`config.mk`:
```
export PLATFORM = sky130hd
export DESIGN_NAME = fadd_scatter
export DESIGN_NICKNAME = d
export VERILOG_FILES = /design/src/rtl/fadd_scatter.sv
export SDC_FILE = /design/constraint.sdc
export NUM_CORES = 2
export LEC_CHECK = 0
export CORE_AREA = 3 3 460 462
export DETAILED_ROUTE_END_ITERATION = 8
export DIE_AREA = 0 0 463 465
export PLACE_DENSITY = 0.63
export SKIP_CTS_REPAIR_TIMING = 1
export SYNTH_ARGS = -nofsm -noshare
export SYNTH_HDL_FRONTEND = slang
export SYNTH_SLANG_ARGS = --single-unit
```
`constraint.sdc`:
```
create_clock -name clk -period 16.6 [get_ports clk]
set_input_delay 2.49 -clock clk [delete_from_list [all_inputs] [get_ports clk]]
set_output_delay 2.49 -clock clk [all_outputs]
set_load 0.005 [all_outputs]
```
`src/rtl/fadd_scatter.sv`:
```
module fadd_scatter #(
  parameter int LANES = 4,
  parameter int DW    = 32,
  parameter int AW    = 6,
  parameter int IW    = 8,
  parameter int SW    = 8,
  parameter int CW    = 16
) (
  input  logic                clk,
  input  logic                rst_n,
  input  logic                issue_valid,
  input  logic                issue_ret,
  input  logic [AW-1:0]       issue_base,
  input  logic [SW-1:0]       issue_stride,
  input  logic [LANES*IW-1:0] issue_idx,
  input  logic [LANES*DW-1:0] issue_addend,
  input  logic [LANES-1:0]    issue_mask,
  output logic                busy,
  output logic                done,
  output logic                ret_valid,
  output logic [LANES*DW-1:0] ret_data,
  output logic [CW-1:0]       conflict_count
);
  localparam int DEPTH = 1 << AW;
  localparam int LW    = (LANES > 1) ? $clog2(LANES) : 1;
  localparam int XW    = AW + IW + SW;

  function automatic logic [AW-1:0] word_of(input logic [AW-1:0] b,
                                            input logic [SW-1:0] s,
                                            input logic [IW-1:0] i);
    logic [XW-1:0] p;
    p = XW'(b) + XW'(i) * XW'(s);
    return p[AW-1:0];
  endfunction

  logic [DW-1:0]       mem [DEPTH];
  logic                busy_r, done_r, retv_r, q_ret;
  logic [AW-1:0]       q_base;
  logic [SW-1:0]       q_stride;
  logic [LANES*IW-1:0] q_idx;
  logic [LANES*DW-1:0] q_add, ret_r;
  logic [LANES-1:0]    pend, pend_next;
  logic [CW-1:0]       cnt, new_conf;
  logic [LW-1:0]       cur;
  logic [AW-1:0]       cur_addr;
  logic [DW-1:0]       old_val, sum_val;
  logic [AW-1:0]       in_addr [LANES];

  wire accept = issue_valid && !busy_r;

  always_comb begin
    for (int l = 0; l < LANES; l++)
      in_addr[l] = word_of(issue_base, issue_stride, issue_idx[l*IW +: IW]);
  end

  always_comb begin
    new_conf = '0;
    for (int j = 1; j < LANES; j++) begin
      logic hit;
      hit = 1'b0;
      for (int i = 0; i < LANES; i++)
        if (i < j && issue_mask[i] && in_addr[i] == in_addr[j]) hit = 1'b1;
      if (issue_mask[j] && hit) new_conf = new_conf + CW'(1);
    end
  end

  always_comb begin
    cur = '0;
    for (int l = LANES - 1; l >= 0; l--)
      if (pend[l]) cur = LW'(l);
  end

  assign cur_addr  = word_of(q_base, q_stride, q_idx[int'(cur)*IW +: IW]);
  assign old_val   = mem[cur_addr];
  assign sum_val   = old_val + q_add[int'(cur)*DW +: DW];
  assign pend_next = pend & ~(LANES'(1) << cur);

  always_ff @(posedge clk) begin
    if (!rst_n) begin
      for (int a = 0; a < DEPTH; a++) mem[a] <= '0;
    end else if (busy_r && pend != '0) begin
      mem[cur_addr] <= sum_val;
    end
  end

  always_ff @(posedge clk) begin
    if (!rst_n) begin
      busy_r   <= 1'b0;
      done_r   <= 1'b0;
      retv_r   <= 1'b0;
      q_ret    <= 1'b0;
      q_base   <= '0;
      q_stride <= '0;
      q_idx    <= '0;
      q_add    <= '0;
      pend     <= '0;
      ret_r    <= '0;
      cnt      <= '0;
    end else begin
      done_r <= 1'b0;
      retv_r <= 1'b0;
      if (accept) begin
        busy_r   <= 1'b1;
        q_ret    <= issue_ret;
        q_base   <= issue_base;
        q_stride <= issue_stride;
        q_idx    <= issue_idx;
        q_add    <= issue_addend;
        pend     <= issue_mask;
        ret_r    <= '0;
        cnt      <= cnt + new_conf;
      end else if (busy_r) begin
        if (pend != '0) begin
          if (q_ret) ret_r[int'(cur)*DW +: DW] <= old_val;
          pend <= pend_next;
        end
        if (pend_next == '0) begin
          busy_r <= 1'b0;
          done_r <= 1'b1;
          retv_r <= q_ret;
        end
      end
    end
  end

  assign busy           = busy_r;
  assign done           = done_r;
  assign ret_valid      = retv_r;
  assign ret_data       = ret_r;
  assign conflict_count = cnt;
endmodule


```
==> impl_metrics.py <==
metrics = {
    "power": {
        "switchingPower_w": 0.00613,
        "comb_power_share": 0.288,
        "p_clk_frac": 0.308,
        "switching_share": 0.370,
        "p_per_area_mw_per_mm2": 141,
        "p_int_w": 0.0105,
        "seq_power_share": 0.404,
        "irDropWorstVdd_uv": 212,
        "p_leak_nw": 41.9,
    },
    "outcome": {
        "violations": "max-capacitance violations, max-slew violations",
        "status": "complete, but fails checks",
    },
    "routing": {
        "ant_nets": 0,
        "drt_wl_total_um": 375000,
        "viasPerCell": 6.46,
        "drtIter0Drc": 11500,
        "vias": 76700,
        "dr.pass1.iters": 6,
        "drc": 0,
        "wl_per_cell_um": 31.6,
    },
    "floorplanning": {
        "coreArea_sq_mm": 0.207,
        "rows": 167,
        "die_y_um": 465,
        "die_w_um": 463,
        "dieArea_sq_mm": 0.215,
        "start_util": 0.500,
        "boundaryPins": 329,
    },
    "sta": {
        "relSlewSlack": -0.0996,
        "finalSetupViolCount": 0,
        "min_period_ns": 12.95,
        "finalCritPeriodShare": 0.780,
        "worst_slack_ns": 3.65,
        "max_clock_freq_ghz": 0.0772,
        "hold_violations": 0,
        "drv_slew": 5,
        "worst_slew_pin_slew_ns": 1.62,
        "setup_tns_ns": 0,
        "clock_skew_ns": 0.0573,
        "rsz0062_at_grt": "no",
    },
    "global_route": {
        "antenna_found_initial": 14,
        "grt.total_usage": 0.340,
        "grt_start_max_net_pins": 99,
        "grt_pass1_vias": 73700,
        "grt_pass1_wl_um": 530000,
        "grt-ovfl-total": 0,
    },
    "setup_path": {
        "worst-r2r-cell-count": 28,
        "cp_max_fo": 83,
        "setup.worst_path.start": "pend[3]$_SDFFE_PN0P_",
        "arrival_ns": 13.55,
        "crit_path_start_kind": "flop",
        "critPathMaxStageDelay_ns": 1.02,
        "endpoint_kind": "flop",
        "ff2ff_setup_slack_ns": 3.65,
        "cp_data_required_time_ns": 17.21,
        "critPathCapture": "mem[41][29]$_SDFFCE_PN0P_",
        "path_class": "reg -> reg",
        "critical-path-top-delay-family": "compound AO/OA/AOI/OAI gates",
        "cp_slowest_cell": "fa_4",
        "r2r_end": "mem[41][29]$_SDFFCE_PN0P_",
        "critPathBufInv": 4,
        "r2r_start": "pend[3]$_SDFFE_PN0P_",
        "crit_cells": 28,
    },
    "synth": {
        "yosysWarnings": 0,
        "yosys_most_used_dff": "edfxtp_1",
        "synth_cell_types": 79,
        "yosysTopAreaCell": "edfxtp_1",
        "synthesis.area_sq_mm": 0.104,
        "synthArstFlopShare": 0,
        "synth-seq-area-share": 0.654,
        "syn_nets": 9154,
        "synthCells": 8827,
        "synth_top_area_share": 0.593,
        "synth_edf_count": 2048,
        "synthTopCellsByArea": "edfxtp_1 59%, nor2_1 8.2%, dfxtp_1 6.1%",
        "synth_seq_cells": 2364,
        "avgSynthCellArea_sq_um": 11.8,
    },
    "finish": {
        "final_cell_mix": "2257 x nor2_1, 2048 x edfxtp_1, 654 x nand2_1",
        "drive_above_1_share": 0.110,
        "syn_to_final_growth_pct": 13.3,
        "nets": 9210,
        "final_common_cell": "nor2_1",
    },
    "job": {
        "cap_violations": 3,
    },
    "place": {
        "pre_cts_slack_ns": 3.98,
        "io_buffers": 318,
        "gp_congestion": 0.911,
        "dp_hpwl_um": 218000,
    },
    "clocking": {
        "clk_pin_slew_ns": 0.06,
        "clock_sink_count": 2364,
        "cts_max_level": 4,
        "cts_max_path_buffers": 3,
        "clk_latency_ns": 0.91,
        "cts_buffers": 228,
        "cts_tree": "built",
        "cts_root_buf": "clkbuf_16",
    },
    "min_path": {
        "hp-class": "reg -> reg",
    },
}
==> synthesized netlist by cell type, drive strengths merged, types with 115 or more instances <==
cell type  number
buf           174
clkbuf        637
nor2         2266
o21ai         208
a22o          115
nand2         671
mux2i         199
dfxtp         316
o22ai         392
edfxtp       2048
mux2          201
a21oi         443
==> state kept, by name, summed over array words and instances, names as in the netlist, 4 cells and up <==
name / count
mem: 2048
q_add: 128
ret_data: 128
conflict_count: 16
q_idx: 24
q_stride: 6
pend: 4
q_base: 6
==> power groups by stage <==
stage	Sequential [W]	Combinational (W)	Clock (W)
floorplan	0.00681	0.00244	0
finish	0.00670	0.00478	0.00510
global placement	0.00682	0.00454	0
detailed placement	0.00683	0.00459	0
CTS	0.00670	0.00461	0.00511
global route	0.00672	0.00486	0.00534
==> per-layer routing <==
metal | GRT usage | part of all wire | vias up
met5 | 0 | 0.00028 | -
met2 | 0.517 | 0.44 | 5547
met3 | 0.0893 | 0.13 | 1109
met1 | 0.438 | 0.35 | 38100
li1 | - | - | 32000
met4 | 0.212 | 0.074 | 14
==> through the flow <==
| stage | total power (W) | cell area (sq um) | std cells | hold slack, ns | utilization |
|---|---|---|---|---|---|
| 2_1_floorplan | 0.00925 | 104000 | 8827 | 0.432 | - |
| 3_3_place_gp | 0.0114 | 110000 | 11400 | 0.437 | 0.532 |
| 3_5_place_dp | 0.0114 | 110000 | 11400 | 0.443 | 0.532 |
| 4_1_cts | 0.0164 | 118000 | 11900 | 0.452 | 0.567 |
| 5_1_grt | 0.0169 | 118000 | 11900 | 0.466 | 0.567 |
| 6_report | 0.0166 | 118000 | 11900 | 0.452 | 0.567 |
==> worst reg2reg max path: cells and delay by family (launching register included) <==
kind | cells | cell delay (ns)
simple gates | 5 | 0.93
xor+xnor | 1 | 1.01
mux | 2 | 0.84
fa+ha+maj | 5 | 2.54
compound gates | 11 | 4.59
buf+inv | 4 | 2.36
flops | 1 | 0.42
==> layout make-up <==
cell class | count | area [sq um]
inverter | 61 | 239
fill | 17100 | 89900
timing repair buffer | 637 | 5690
multi-input combinational | 5591 | 33100
tap | 2788 | 3490
sequential | 2364 | 67800
clock inverter | 107 | 857
antenna | 11 | 27.5
clock buffer | 314 | 6340
==> worst min-delay path by stage <==
| stage | startpoint | endpoint | slack, ns | cells after the start |
|---|---|---|---|---|
| finish | q_idx[4]$_SDFFE_PN0P_ | q_idx[4]$_SDFFE_PN0P_ | 0.45 | 2 |
| global route | q_add[96]$_SDFFE_PN0P_ | q_add[96]$_SDFFE_PN0P_ | 0.47 | 2 |
| CTS | q_idx[4]$_SDFFE_PN0P_ | q_idx[4]$_SDFFE_PN0P_ | 0.45 | 2 |
| detailed placement | q_idx[4]$_SDFFE_PN0P_ | q_idx[4]$_SDFFE_PN0P_ | 0.44 | 2 |
| global placement | ret_data[50]$_SDFFE_PP0P_ | ret_data[50]$_SDFFE_PP0P_ | 0.44 | 2 |
| floorplan | q_idx[11]$_SDFFE_PN0P_ | q_idx[11]$_SDFFE_PN0P_ | 0.43 | 2 |
==> kinds of logic after synthesis <==
| kind of cell | count (synthesis) | share of synthesized area |
|---|---|---|
| AOI/OAI and AO/OA | 1645 | 0.104 |
| xor gates and xnor gates | 141 | 0.0122 |
| adders and majority gates | 145 | 0.0202 |
| buffers and inverters | 872 | 0.0337 |
| DFF | 2364 | 0.654 |
| muxes | 464 | 0.0550 |
| and+or+nand+nor | 3196 | 0.122 |
(Power assumes the default switching activity.)
